## src/rtl/pmm_pkg.sv

```systemverilog
package pmm_pkg;
  localparam int CTL_W  = 5;
  localparam int MODE_W = 2;

  typedef enum logic [MODE_W-1:0] {
    MODE_ACT  = 2'd0,
    MODE_SAVE = 2'd1,
    MODE_IDLE = 2'd2,
    MODE_HALT = 2'd3
  } pmode_t;

  typedef enum logic [2:0] {
    ST_ACT, ST_SAVE, ST_IDLE, ST_HALT, ST_WHF, ST_WPLL0, ST_WPLL
  } pstate_t;

  // bit 0 is save request, bit 4 is the wait gate
  typedef struct packed {
    logic wbps;
    logic dhf;
    logic halt;
    logic idle;
    logic save;
  } ctl_t;
endpackage

```

## src/rtl/pmm_ctlreg.sv

```systemverilog
module pmm_ctlreg
  import pmm_pkg::*;
(
  input  logic             clk,
  input  logic             rst,
  input  logic             wr_en,
  input  logic [CTL_W-1:0] wr_data,
  input  logic             clr_entry,
  input  logic             clr_wake,
  output ctl_t             ctl
);
  // a software write in the same cycle takes priority over auto-clear
  always_ff @(posedge clk) begin
    if (rst) begin
      ctl <= '0;
    end else if (wr_en) begin
      ctl <= ctl_t'(wr_data);
    end else begin
      if (clr_entry) begin
        ctl.idle <= 1'b0;
        ctl.halt <= 1'b0;
      end
      if (clr_wake) begin
        ctl.save <= 1'b0;
        ctl.idle <= 1'b0;
        ctl.halt <= 1'b0;
      end
    end
  end
endmodule

```

## src/rtl/pmm_fsm.sv

```systemverilog
module pmm_fsm
  import pmm_pkg::*;
(
  input  logic   clk,
  input  logic   rst,
  input  ctl_t   ctl,
  input  logic   wait_strobe,
  input  logic   wake_req,
  input  logic   hf_stable,
  input  logic   pll_stable,
  input  logic   lf_stable,
  input  logic   lf_xtal,
  output pmode_t mode_o,
  output logic   hf_en_o,
  output logic   pll_en_o,
  output logic   slow_sel_o,
  output logic   save_flag_o,
  output logic   clr_entry,
  output logic   clr_wake
);
  pstate_t st_q, nxt;
  pmode_t  src_q, src_d, mode_nxt;
  logic    pend_q, pend_d, arm, lf_ok, waking;
  logic    hf_nxt, pll_nxt;

  function automatic pmode_t rest_mode(input pstate_t s);
    case (s)
      ST_SAVE: return MODE_SAVE;
      ST_IDLE: return MODE_IDLE;
      ST_HALT: return MODE_HALT;
      default: return MODE_ACT;
    endcase
  endfunction

  assign lf_ok = lf_stable | ~lf_xtal;
  assign arm   = wait_strobe | pend_q;

  always_comb begin
    nxt   = st_q;
    src_d = src_q;
    case (st_q)
      ST_ACT: begin
        if (ctl.halt) begin
          if (ctl.wbps && arm) nxt = ST_HALT;
        end else if (ctl.idle) begin
          if (ctl.wbps && arm && lf_ok) nxt = ST_IDLE;
        end else if (ctl.save) begin
          if ((!ctl.wbps || arm) && lf_ok) nxt = ST_SAVE;
        end
      end
      ST_SAVE: begin
        if (wake_req)                              nxt = ST_WHF;
        else if (wait_strobe && ctl.halt)          nxt = ST_HALT;
        else if (wait_strobe && ctl.idle && lf_ok) nxt = ST_IDLE;
        else if (!ctl.save)                        nxt = ST_WHF;
      end
      ST_IDLE, ST_HALT: if (wake_req) nxt = ST_WHF;
      ST_WHF:   if (hf_stable)  nxt = ST_WPLL0;
      ST_WPLL0: nxt = ST_WPLL;
      ST_WPLL:  if (pll_stable) nxt = ST_ACT;
      default:  nxt = ST_ACT;
    endcase
    if (nxt == ST_WHF && st_q != ST_WHF) src_d = rest_mode(st_q);
  end

  assign waking   = (nxt == ST_WHF) || (nxt == ST_WPLL0) || (nxt == ST_WPLL);
  assign mode_nxt = waking ? src_d : rest_mode(nxt);
  assign pend_d   = (st_q == ST_ACT) && (nxt == ST_ACT) && ctl.wbps &&
                    (ctl.halt | ctl.idle | ctl.save) && arm;

  always_comb begin
    case (nxt)
      ST_HALT:          hf_nxt = 1'b0;
      ST_SAVE, ST_IDLE: hf_nxt = ~ctl.dhf | ~lf_xtal;
      default:          hf_nxt = 1'b1;
    endcase
  end
  assign pll_nxt = (nxt == ST_ACT) || (nxt == ST_WPLL0) || (nxt == ST_WPLL);

  assign clr_entry = ((nxt == ST_IDLE) && (st_q != ST_IDLE)) ||
                     ((nxt == ST_HALT) && (st_q != ST_HALT));
  assign clr_wake  = (st_q == ST_WPLL) && (nxt == ST_ACT);

  always_ff @(posedge clk) begin
    if (rst) begin
      st_q        <= ST_ACT;
      src_q       <= MODE_ACT;
      pend_q      <= 1'b0;
      mode_o      <= MODE_ACT;
      hf_en_o     <= 1'b1;
      pll_en_o    <= 1'b1;
      slow_sel_o  <= 1'b0;
      save_flag_o <= 1'b0;
    end else begin
      st_q        <= nxt;
      src_q       <= src_d;
      pend_q      <= pend_d;
      mode_o      <= mode_nxt;
      hf_en_o     <= hf_nxt;
      pll_en_o    <= pll_nxt;
      slow_sel_o  <= (nxt != ST_ACT);
      save_flag_o <= (mode_nxt == MODE_SAVE);
    end
  end


  act_clocks_on_chk: assert property (@(posedge clk) disable iff (rst)
    (mode_o == MODE_ACT) |-> (hf_en_o && pll_en_o && !slow_sel_o));


  halt_hf_off_chk: assert property (@(posedge clk) disable iff (rst)
    (st_q == ST_HALT) |-> (!hf_en_o && !pll_en_o));


  act_needs_lock_chk: assert property (@(posedge clk) disable iff (rst)
    (mode_o == MODE_ACT && $past(mode_o) != MODE_ACT) |-> ($past(pll_stable) && $past(hf_stable)));


  pll_after_hf_chk: assert property (@(posedge clk) disable iff (rst)
    $rose(pll_en_o) |-> $past(hf_stable));


  save_needs_lf_chk: assert property (@(posedge clk) disable iff (rst)
    (mode_o == MODE_SAVE && $past(mode_o) == MODE_ACT) |-> $past(lf_stable || !lf_xtal));


  no_halt_to_idle_chk: assert property (@(posedge clk) disable iff (rst)
    (mode_o == MODE_IDLE) |-> ($past(mode_o) != MODE_HALT));
endmodule

```

## src/rtl/pwr_mode_ctrl.sv

```systemverilog
module pwr_mode_ctrl
  import pmm_pkg::*;
(
  input  logic              clk,
  input  logic              rst,
  input  logic              wr_en,
  input  logic [CTL_W-1:0]  wr_data,
  input  logic              wait_strobe,
  input  logic              nmi,
  input  logic              wake_line,
  input  logic              lf_xtal_present,
  input  logic              lf_stable,
  input  logic              hf_stable,
  input  logic              pll_stable,
  output logic [MODE_W-1:0] mode,
  output logic              hf_osc_en,
  output logic              pll_en,
  output logic              slow_clk_sel,
  output logic [CTL_W-1:0]  ctl_rd
);
  ctl_t   ctl;
  pmode_t mode_q;
  logic   clr_entry, clr_wake, save_flag;

  pmm_ctlreg u_reg (
    .clk       (clk),
    .rst       (rst),
    .wr_en     (wr_en),
    .wr_data   (wr_data),
    .clr_entry (clr_entry),
    .clr_wake  (clr_wake),
    .ctl       (ctl)
  );

  pmm_fsm u_fsm (
    .clk         (clk),
    .rst         (rst),
    .ctl         (ctl),
    .wait_strobe (wait_strobe),
    .wake_req    (nmi | wake_line),
    .hf_stable   (hf_stable),
    .pll_stable  (pll_stable),
    .lf_stable   (lf_stable),
    .lf_xtal     (lf_xtal_present),
    .mode_o      (mode_q),
    .hf_en_o     (hf_osc_en),
    .pll_en_o    (pll_en),
    .slow_sel_o  (slow_clk_sel),
    .save_flag_o (save_flag),
    .clr_entry   (clr_entry),
    .clr_wake    (clr_wake)
  );

  assign mode   = mode_q;
  assign ctl_rd = {ctl.wbps, ctl.dhf, ctl.halt, ctl.idle, save_flag};
endmodule

```

## config.mk

```make
export PLATFORM = sky130hd
export DESIGN_NAME = pwr_mode_ctrl
export DESIGN_NICKNAME = d
export VERILOG_FILES = /design/src/rtl/pmm_pkg.sv /design/src/rtl/pmm_ctlreg.sv /design/src/rtl/pmm_fsm.sv /design/src/rtl/pwr_mode_ctrl.sv
export SDC_FILE = /design/constraint.sdc
export NUM_CORES = 1
export LEC_CHECK = 0
export ABC_AREA = 1
export CAP_MARGIN = 20
export CORE_ASPECT_RATIO = 1.5
export CORE_UTILIZATION = 45
export CTS_CLUSTER_SIZE = 12
export DETAILED_ROUTE_END_ITERATION = 10
export DONT_BUFFER_PORTS = 1
export HOLD_SLACK_MARGIN = 0.1
export PLACE_DENSITY = 0.71
export SLEW_MARGIN = 20
export SYNTH_ARGS = -nofsm -noshare
export SYNTH_HDL_FRONTEND = slang
export SYNTH_SLANG_ARGS = --single-unit
```

## constraint.sdc

```tcl
create_clock -name clk -period 4 [get_ports clk]
set_input_delay 0.4 -clock clk [delete_from_list [all_inputs] [get_ports clk]]
set_output_delay 0.4 -clock clk [all_outputs]
set_load 0.01 [all_outputs]
```

### Yosys cells after proc, flatten, opt, wreduce, memory -nomap -nowiden

Index checks and enable logic that the tools add are counted.

* register bits: 17
* bits of input ports: 15
* output and inout port bits: 10
* logic and storage cells: 87

* eq/ne operators: 16
* multiplexer cells: 22
* bitwise gates (word level): 8
* reduce and logical (&&, ||, !) cells: 28

Operator list (number)
* two-way mux 3 bit: 15
* equality test 3 bit, second input constant: 6
* case mux 3 bit (6 select lines): 1
* logical AND 1 bit: 14
* equality test 3 x 2 -> 1 bit, second input constant: 4
* case mux 2 bit (3 select lines): 2
* equality test 3 x 1 -> 1 bit, second input constant: 2
* logical NOT 3 bit: 2
* logical OR 1 bit: 6
* two-way mux 2 bit: 3
* inequality test 3 x 2 -> 1 bit, second input constant: 2
* bitwise OR 1 bit: 6
* nonzero test 3 bit: 2
* OR reduction 2 bit: 2
* inequality test 3 bit, second input constant: 1
* equality test 2 x 1 -> 1 bit, second input constant: 1
* NOT 1 bit: 2
* case mux 1 bit (2 select lines): 1
* nonzero test 2 bit: 1
* logical NOT 1 bit: 1

### Longest topological paths before layout

Gate-level depths: netlist of the first run.

* depth in word-level cells: 14
* gate-level depth with buffers: 15
* gate-level depth less buffers: 15

### Modules after synthesis

Synthesis of the first run repeated with hierarchy kept, for this count alone.

* cells, all modules: 140
* area, all modules: 949.7 um2

By module, submodules not included
* pmm_fsm: instances 1, cells an instance 113, area an instance 752.0 um2, sequential area each 240.2 um2
* pmm_ctlreg: instances 1, cells an instance 23, area an instance 178.9 um2, sequential area each 100.1 um2
* pwr_mode_ctrl: instances 1, cells an instance 4, area an instance 18.8 um2, sequential area each 0.0 um2

### Worst setup path after synthesis of the first run

OpenSTA, ideal clock, no wires.

* kind: input to register
* from: input port wake_line
* to: register u_fsm.mode_o[0]
* setup time: 0.110 ns
* arrival time: 1.447 ns
* data required time: 3.890 ns
* slack: 2.442 ns
* stages: 14
* buffers on the path: 0
* cell sequence: nor2_1 -> nand2_1 -> nor2_1 -> nand2_2 -> inv_2 -> nor2_2 -> nand2_2 -> inv_2 -> nand3_1 -> nand2_1 -> nand3_1 -> nand2_1 -> nand2_2 -> inv_1

* word-level cells in the longest chain between the ends: 7
* elaborated cells on any way between the ends: 16
* classes of those cells: eq/ne (6); mux (6); bitwise (1); reduce/logical (3)

RTL lines
* start, declared: line pwr_mode_ctrl.sv:10 `input logic wake_line,`
* bitwise OR 1 bit (*): line pwr_mode_ctrl.sv:40 `.wake_req (nmi | wake_line),`
* two-way mux 3 bit (on tied branches): line pmm_fsm.sv:57, pmm_fsm.sv:52
* case mux 3 bit (6 select lines) (*): line pmm_fsm.sv:41 `case (st_q)`
* equality test 3 bit (on tied branches): line pmm_fsm.sv:63, pmm_fsm.sv:66
* logical AND 1 bit or logical OR 1 bit (tied branches): line pmm_fsm.sv:63, pmm_fsm.sv:66
* two-way mux 2 bit or logical OR 1 bit (tied branches): line pmm_fsm.sv:63, pmm_fsm.sv:66
* two-way mux 2 bit (*): line pmm_fsm.sv:67 `assign mode_nxt = waking ? src_d : rest_mode(nxt);`
* end signal, assigned: line pmm_fsm.sv:98 `mode_o <= mode_nxt;`
* end, declared: line pmm_fsm.sv:13 `output pmode_t mode_o,`

Mark *: on every way between the ends. The rest lies on a longest branch, timed or not.
A chain may end at the register's enable or synchronous reset.

### Worst setup path after layout of the first run

* from: register u_fsm.st_q[2]
* to: register u_fsm.pend_q

* word-level cells in the longest chain between the ends: 10
* elaborated cells on any way between the ends: 27
* classes of those cells: eq/ne (6); mux (14); reduce/logical (7)

RTL lines
* start, declared: line pmm_fsm.sv:21 `pstate_t st_q, nxt;`
* start signal, assigned: line pmm_fsm.sv:95 `st_q <= nxt;`
* two-way mux 3 bit (on tied branches): line pmm_fsm.sv:55, pmm_fsm.sv:48
* two-way mux 3 bit (on tied branches): line pmm_fsm.sv:54, pmm_fsm.sv:47
* two-way mux 3 bit (on tied branches): line pmm_fsm.sv:53, pmm_fsm.sv:45
* two-way mux 3 bit (on tied branches): line pmm_fsm.sv:52, pmm_fsm.sv:43
* case mux 3 bit (6 select lines): line pmm_fsm.sv:41
* logical NOT 3 bit: line pmm_fsm.sv:68 `assign pend_d = (st_q == ST_ACT) && (nxt == ST_ACT) && ctl.wbps &&`
* logical AND 1 bit (*) (3 in a row): line pmm_fsm.sv:68
* logical AND 1 bit (*): line pmm_fsm.sv:69 `(ctl.halt | ctl.idle | ctl.save) && arm;`
* end signal, assigned: line pmm_fsm.sv:97 `pend_q <= pend_d;`
* end, declared: line pmm_fsm.sv:23 `logic pend_q, pend_d, arm, lf_ok, waking;`

Marked as above.

==> out/metrics.cfg, run 1 <==
[run_status]
outcome=finished, final reports clean

[synth]
postSynth.asyncResetShare_pct=0
synthTopCellsByCount=nand2_1 (40), inv_1 (18), nor2_1 (18)
synth.largest_area_cell=dfxtp_1
synth_xor_area_share_pct=0
yosysSeqAreaShare_pct=34.30
yosysMostFrequentCell=nand2_1
synth_top_cell_area_share_pct=34.30
synth_fa_ha_area_share_pct=0
ys_warn_count=0
synthMuxAreaShare_pct=0
yosys-top-cells-area=dfxtp_1 (34%), nand2_1 (15%), nand3_1 (8.1%), inv_1 (6.8%), nor2_1 (6.8%)
synth_cell_types=21
netlist_instances=156
synth-compound-area-share_pct=8.197
avgSynthCellArea_um2=6.360
synth_nets=171
synthesis.area_um2=992.2
synth_top_family_by_area=simple AND/OR/NAND/NOR gates
ys_ff_latch=17
synth_edf_count=0
synth-simple-area-share_pct=43.13
synth-main-ff-cell=dfxtp_1

[floorplanning]
dieArea_um2=2401
ios=25
die_w_um=40.34
fp.dieH_um=59.51
coreArea_um2=2052
rows=20
start_util_pct=48.35

[timing]
finalCritPeriodShare_pct=43.56
whs_ns=0.1635
setup_viol=0
tightest_slew_ns=0.3127
fmax_mhz=574.0
skew_ns=0.001021
maxSlewHeadroom_pct=79.13
rsz0062_at_grt=no
final.min_clock_period_ns=1.742
finalHoldViolCount=0
worst_slack_ns=2.258
slew_viol_final=0
tns_ns=0

[grt]
grt_pass1_vias=799
met2_usage_pct=32.65
overflow=0
grt_pass1_wl_um=3146
met3_usage_pct=3.383
gr-max-usage-layer=met2
grt.total_usage_pct=18.61
met1_usage_pct=20.33
antenna_found_initial=0
grt_max_degree=13

[cells_and_area]
multiInputGateArea_um2=509.2
seq_area_um2=340.3
diodes=0
drive_gt1_share_pct=15.69
nets=169
final_cell_area_um2=998.5
nFillCells=205
area_growth_pct=0.6305

[clock_tree]
cts_tree=yes
cts_buffers=3
holdBufCountCts=0
clk_pin_slew_ns=0.10
ctsResizeCount=0
cts_root_buffer=clkbuf_4
cts_buffer_depth=2
clock_sinks=17
insertion_delay_ns=0.29
postCtsSetupBuffers=0
htreeDepth=1

[place]
pre_cts_slack_ns=2.227
place_area_um2=970.9
place.gp.congestion=0.8797
hpwl_um=1704
portBuffers=0

[power_and_ir_drop]
vdd_drop_max_mv=0.3772
power.density_nw_per_um2=720.3
power.leakage_nw=0.4958

[flow_run]
cap_violations=0

[detailed_routing]
wl_per_cell_um=11.86
drtIter0Drc=20
first_pass_iters=4
drc=0
wl_um=2076
antenna_left=0
vias=938
vias_per_cell=5.360

[setup_path]
path_class=reg -> reg
crit_arrival_ns=1.96
crit_fanout=8
cp-start-kind=register
endpoint_kind=register
crit_required_ns=4.22

[hold_path]
holdCritPathClass=in -> reg

==> worst paths after layout <==
check	start	to	slack, ns	depth (start not counted)
max	u_fsm.st_q[2]	u_fsm.pend_q	2.26	12
min	rst	u_reg.ctl[2]	0.16	1
max reg2reg	u_fsm.st_q[2]	u_fsm.pend_q	2.26	12
min reg2reg	u_fsm.src_q[1]	u_fsm.src_q[1]	0.53	4
==> cells by family (layout without fill, tap and decap cells) <==
| family | after synthesis | after routing |
|---|---|---|
| AOI/OAI and AO/OA | 15 | 15 |
| DFF | 17 | 17 |
| and+or+nand+nor | 92 | 92 |
| buffers and inverters | 32 | 29 |
==> registers in the layout, summed over array words and instances (netlist names) <==
name / cells
u_reg.ctl: 5
u_fsm.st_q: 3
u_fsm.mode_o: 2
u_fsm.src_q: 2
u_fsm.hf_en_o: 1
u_fsm.pend_q: 1
u_fsm.pll_en_o: 1
u_fsm.save_flag_o: 1
u_fsm.slow_sel_o: 1
==> metrics by stage <==
step                      instances  utilization, %   power, W
final                           175           48.66  0.0007192
after floorplan                 156               -  0.0005718
after detailed placement        171           47.32  0.0006286
after global routing            175           48.66  0.0007840
after CTS                       175           48.66  0.0007181
after global placement          171           47.32  0.0006250
==> layout by cell type, fill, tap and decap left out, types with 2 or more instances in the layout <==
| cell type | instances |
|---|---|
| clkbuf_4 | 3 |
| inv_1 | 18 |
| o21ai_1 | 2 |
| nor3_2 | 2 |
| nand3_1 | 16 |
| nand4_1 | 4 |
| nor2_2 | 3 |
| dfxtp_1 | 17 |
| inv_2 | 7 |
| nor2_1 | 18 |
| nand2_1 | 40 |
| a21oi_1 | 7 |
| nand2_2 | 5 |
| o21ai_0 | 4 |
==> layout make-up <==
type                            count  share of cell area [%]
Sequential cell                    17                   34.09
Tap cell                           22                   2.757
Inverter                           25                   9.398
Multi-Input combinational cell    107                   51.00
Clock buffer                        3                   2.256
Clock inverter                      1                  0.5013
==> power breakdown <==
group / switching [W] / internal (W)
registers: 0.0000461 / 0.000210
logic: 0.000251 / 0.000122
clock network: 0.0000535 / 0.0000372
==> routing by layer <==
| metal | share of wire, % | up-vias |
|---|---|---|
| li1 | - | 482 |
| met1 | 40 | 429 |
| met2 | 54 | 23 |
| met3 | 3.9 | 4 |
| met4 | 2.2 | 0 |
| met5 | 0 | - |
==> worst max-delay path: stages (launching register included) <==
cell and delay (ns):
dfxtp_1 0.50, inv_1 0.11, nand2_1 0.11, nor2_1 0.07
nand2_2 0.06, inv_2 0.04, nor2_2 0.11, nand2_2 0.11
nor2_4 0.13, inv_2 0.05, nor2_2 0.11, nand4_1 0.12
nor3_2 0.14
No activity file was read; power rests on OpenSTA's default activity.
==> run 2, diff against run 1 <==
- clock period: 4 -> 1.79 ns (I/O delays scaled with it)
==> run 2 against run 1 <==
Net effect: routed wire length is 11% higher; power is 150% higher; register-to-register slack worse by 2.1 ns; combinational power grew to 2.7 times the previous value; clock skew is 0.0044 ns higher; largest power group unchanged; highest routed layer unchanged.
==> out/metrics.cfg, run 2 (same netlist as run 1, synthesis figures left out) <==
[floorplanning]
ios=25  ; unchanged
rows=20  ; unchanged
dieArea_um2=2401  ; unchanged
die_w_um=40.34  ; unchanged
fp.dieH_um=59.51  ; unchanged
start_util_pct=48.35  ; unchanged
coreArea_um2=2052  ; unchanged

[setup_path]
r2r-end=u_reg.ctl[1]
crit_fanout=4  ; -4
reg2reg_depth=9  ; -3
reg2reg_slack_ns=0.15  ; -2.11 ns
crit_start=wait_strobe
crit_required_ns=2.00  ; -2.22 ns
crit_arrival_ns=1.86  ; -0.10 ns
path_class=in -> reg
endpoint_kind=register
cp-start-kind=input port
worstReg2RegStart=u_reg.ctl[2]

[clock_tree]
cts_buffer_depth=2  ; unchanged
cts_tree=yes
clock_sinks=17  ; unchanged
htreeDepth=1  ; unchanged
clk_pin_slew_ns=0.10  ; about the same
insertion_delay_ns=0.30  ; about the same
cts_buffers=3  ; unchanged
cts_root_buffer=clkbuf_4

[detailed_routing]
wl_per_cell_um=12.22  ; +3.0%
drtIter0Drc=32  ; +60%
first_pass_iters=4  ; unchanged
wl_um=2297  ; +11%
antenna_left=0  ; unchanged
drc=0  ; unchanged
vias_per_cell=5.277  ; -1.6%
vias=992  ; +5.8%

[power_and_ir_drop]
power.leakage_nw=0.5569  ; +12%
power.density_nw_per_um2=1556  ; +120%
vdd_drop_max_mv=0.8190  ; +120%
totalPowerFinal_w=0.001788  ; +150%

[flow_run]
cap_violations=0  ; unchanged

[grt]
grt_pass1_vias=895  ; +12%
grt_max_degree=13  ; unchanged
overflow=0  ; unchanged
grt.total_usage_pct=21.52  ; +2.9 points
antenna_found_initial=0  ; unchanged
grt_pass1_wl_um=3525  ; +12%

[timing]
tns_ns=0  ; unchanged
finalCritPeriodShare_pct=92.01
slew_viol_final=0  ; unchanged
skew_ns=0.005421  ; +0.004400 ns
setup_viol=0  ; unchanged
fmax_mhz=607.1
maxSlewHeadroom_pct=71.43  ; -7.7 points
tightest_slew_ns=0.4272  ; +0.1145 ns
finalHoldViolCount=0  ; unchanged
final.min_clock_period_ns=1.647

[place]
place.gp.congestion=0.8538  ; -2.9%
dpl.cell_count=174  ; +1.8%
portBuffers=0  ; unchanged
hpwl_um=1734  ; +1.8%

[cells_and_area]
nets=182  ; +7.7%
post-route-util_pct=55.98  ; +7.3 points
diodes=0  ; unchanged
top_regs=u_reg.ctl (5), u_fsm.st_q (3)
largest_reg_flops=5  ; unchanged
mostFrequentLayoutCells=nand2_1 (40), inv_1 (18), nor2_1 (16)
area_growth_pct=15.76
drive_gt1_share_pct=24.10  ; +8.4 points
top_register=u_reg.ctl
layout_commonest_cell=nand2_1
stdcell_count=188  ; +7.4%

[run_status]
outcome=finished, final reports clean

[hold_path]
hold_depth=3  ; +2
hold_end=u_fsm.hf_en_o
holdCritPathClass=in -> reg
hold_path_startpoint=lf_xtal_present

[run 2: cell count changes in the layout (fill, tap and decap cells not counted), sizes merged]
cell | before | now
dlygate4sd3 | 0 | 8
buf | 0 | 5
[run 2: final cells by class]
type | count | area (um2)
fill | 210 | 903.4
multi-input combinational | 107 | 530.5
sequential | 17 | 351.6
timing repair buffer | 13 | 117.6
inverter | 25 | 93.84
tap | 22 | 27.53
clock buffer | 3 | 22.52
clock inverter | 1 | 5.005
[run 2: critical path: stages]
cell,delay (ns)
dlygate4sd3_1,0.56
nor2_2,0.14
nand2_1,0.09
nand3_1,0.10
nand3_1,0.11
nand2_1,0.10
nand2_2,0.07
nor2_4,0.14
nand3_2,0.10
nand3_1,0.09
nand2_1,0.06
nand2_2,0.07
inv_1,0.04
[run 2: how the worst max path moves through the flow]
stage | end | cells past startpoint
after floorplan | u_fsm.mode_o[0] | 13
after global placement | u_fsm.save_flag_o | 14
after detailed placement | u_fsm.save_flag_o | 14
after CTS | u_fsm.save_flag_o | 14
after global routing | u_fsm.save_flag_o | 13
final | u_fsm.mode_o[0] | 13
[run 2: repair_timing]
item,in CTS,in global routing
setup endpoints to repair,0,11
setup buffers,0,2
endpoints found under the hold margin,17,0
hold buffers,8,0
gates resized for setup,0,13
[run 2: per-layer routing]
| layer | global-route usage (%) | routed length, um | part of all wire, % | vias to the layer above |
|---|---|---|---|---|
| met1 | 20.61 | 893 | 39 | 450 |
| met4 | 12.38 | 76 | 3.3 | 0 |
| li1 | - | - | - | 508 |
| met3 | 5.639 | 96 | 4.2 | 9 |
| met5 | 0 | 0 | 0 | - |
| met2 | 38.10 | 1230 | 54 | 25 |
[run 2: metrics by stage]
step / worst slack [ns] / area, um2 / hold WS [ns]
2_1_floorplan: 0.3421 / 992.2 / 0.2617
3_3_place_gp: 0.1458 / 993.5 / 0.2498
3_5_place_dp: 0.1218 / 993.5 / 0.2513
4_1_cts: 0.08569 / 1101 / 0.1101
5_1_grt: -0.03341 / 1149 / 0.1302
6_report: 0.1430 / 1149 / 0.1019
[run 2: where the power goes]
group | total, W | switching, W | internal [W] | leakage, nW
Sequential | 0.000578 | 0.0000979 | 0.000480 | 0.142
Clock | 0.000215 | 0.000132 | 0.0000835 | 0.0177
Combinational | 0.000995 | 0.000638 | 0.000357 | 0.397
==> run 3, diff against run 2 <==
- CAP_MARGIN: 20 -> 15
- clock period: 1.79 -> 2.02 ns (I/O delays scaled with it)
==> run 3 against run 2 <==
Net effect: sequential power shrank 12%; global-route usage shrank 0.32 points; first-iteration DRC count shrank 66%; core utilization shrank 3.5 points; critical path type is now reg -> reg; largest cell class unchanged.
==> out/metrics.cfg, run 3 (same netlist as run 1, synthesis figures left out) <==
[run_status]
outcome=finished, final reports clean

[cells_and_area]
post-route-util_pct=52.44  ; -3.5 points
diodes=0  ; unchanged
largest_reg_flops=5  ; unchanged
drive_gt1_share_pct=15.53  ; -8.6 points
layout_commonest_cell=nand2_1
top_regs=u_reg.ctl (5), u_fsm.st_q (3)
mostFrequentLayoutCells=nand2_1 (40), nor2_1 (18), inv_1 (18)
area_growth_pct=8.449
nFillCells=198  ; -5.7%
final_cell_area_um2=1076  ; -6.3%
top_register=u_reg.ctl
nets=177  ; -2.7%

[floorplanning]
coreArea_um2=2052  ; unchanged
fp.dieH_um=59.51  ; unchanged
dieArea_um2=2401  ; unchanged
rows=20  ; unchanged
die_w_um=40.34  ; unchanged
ios=25  ; unchanged
start_util_pct=48.35  ; unchanged

[setup_path]
crit_required_ns=2.26  ; +0.26 ns
crit_fanout=6  ; +2
path_class=reg -> reg
endpoint_kind=register
cp_common_cell=nand2_1
crit_slowest_cell=dfxtp_1
cpPeakStageDelay_ns=0.49  ; -0.07 ns
crit_buf_inv=1  ; -1
crit_arrival_ns=2.02  ; +0.16 ns
path_delay_family=simple AND/OR/NAND/NOR gates
cp-start-kind=register
path_cells=nand2_1 -> inv_1 -> nand2_1 -> nand2_1 -> nand2_1 -> nand2_1 -> nand2_1 -> a21oi_1 -> nand3_1 -> nand2_1 -> nand3_1 -> nand2_1 -> nand2_2 -> nor2_2

[power_and_ir_drop]
vdd_drop_max_mv=0.6950  ; -15%
p_int_w=0.0007407  ; -19%
p_comb_share_pct=52.6  ; -3.0 points
power.switching_w=0.0007067  ; -19%
totalPowerFinal_w=0.001447  ; -19%
power.leakage_nw=0.5287  ; -5.1%
power.density_nw_per_um2=1345  ; -14%
clockPowerShare_pct=12.4  ; +0.4 points
swShare_pct=48.83  ; +0.29 points
seqPwrFrac_pct=35.0  ; +2.7 points

[grt]
grt_pass1_vias=912  ; +1.9%
grt_pass1_wl_um=3470  ; -1.6%
grt.total_usage_pct=21.20  ; -0.32 points
grt_max_degree=13  ; unchanged
antenna_found_initial=0  ; unchanged
overflow=0  ; unchanged

[timing]
worst_slack_ns=0.2391  ; +0.09613 ns
skew_ns=0.002075  ; -0.003347 ns
finalHoldViolCount=0  ; unchanged
slew_viol_final=0  ; unchanged
final.min_clock_period_ns=1.781
tightest_slew_ns=0.4307  ; +0.003583 ns
setup_viol=0  ; unchanged
fmax_mhz=561.5
maxSlewHeadroom_pct=71.19  ; -0.24 points
rsz0062_at_grt=no
tns_ns=0  ; unchanged
finalCritPeriodShare_pct=88.16

[clock_tree]
htreeDepth=1  ; unchanged
insertion_delay_ns=0.29  ; about the same
cts_root_buffer=clkbuf_4
cts_tree=yes
holdBufCountCts=7  ; -1
clk_pin_slew_ns=0.09  ; about the same
postCtsSetupBuffers=0  ; unchanged
cts_buffer_depth=2  ; unchanged
clock_sinks=17  ; unchanged
ctsResizeCount=0  ; unchanged
cts_buffers=3  ; unchanged

[detailed_routing]
vias_per_cell=5.240  ; -0.69%
vias=959  ; -3.3%
wl_um=2211  ; -3.7%
wl_per_cell_um=12.08  ; -1.1%
drc=0  ; unchanged
first_pass_iters=4  ; unchanged
antenna_left=0  ; unchanged
drtIter0Drc=11  ; -66%

[place]
portBuffers=0  ; unchanged
hpwl_um=1781  ; +2.7%
pre_cts_slack_ns=0.2626  ; +0.1408 ns
place_area_um2=978.4  ; -1.5%
place.gp.congestion=0.8584  ; +0.54%

[hold_path]
holdCritPathClass=in -> reg

[flow_run]
cap_violations=0  ; unchanged

==> run 3: tightest hold or removal path, delay by kind of cell <==
family / cells / cell delay [ns]
compound gates: 1 / 0.08
simple gates: 2 / 0.11
==> run 3: power by group through the flow <==
stage / sequential, W / clock, W / combinational [W]
detailed placement: 0.000515 / 0 / 0.000742
floorplan: 0.000476 / 0 / 0.000656
CTS: 0.000507 / 0.000188 / 0.000762
global route: 0.000519 / 0.000200 / 0.000869
global placement: 0.000511 / 0 / 0.000727
finish: 0.000507 / 0.000179 / 0.000761
==> run 3: per-stage QoR <==
stage / cells / hold WS (ns)
CTS: 183 / 0.1223
global placement: 172 / 0.2730
detailed placement: 172 / 0.2756
global route: 183 / 0.1426
floorplan: 156 / 0.2847
finish: 183 / 0.1259
==> run 3: area by class of cell <==
cell class | instances | area, um2 | area share (%)
clock inverter | 1 | 5.005 | 0.4651
inverter | 25 | 93.84 | 8.721
tap | 22 | 27.53 | 2.558
multi-input combinational | 107 | 509.2 | 47.33
clock buffer | 3 | 22.52 | 2.093
timing repair buffer | 8 | 77.57 | 7.209
sequential | 17 | 340.3 | 31.63
==> run 3: worst paths after layout <==
path,start,to,slack [ns],depth (start not counted)
worst min-delay path,lf_xtal_present,u_fsm.hf_en_o,0.13,3
worst min register to register,u_fsm.src_q[0],u_fsm.src_q[0],0.53,4
worst max register to register,u_reg.ctl[1],u_fsm.save_flag_o,0.24,14
worst max-delay path,u_reg.ctl[1],u_fsm.save_flag_o,0.24,14
==> run 3: routing by layer <==
metal / track usage [%] / wire length (um) / up-vias
li1: - / - / 498
met4: 14.76 / 85 / 0
met5: 0 / 0 / -
met2: 36.96 / 1206 / 28
met1: 19.58 / 835 / 422
met3: 5.639 / 83 / 11
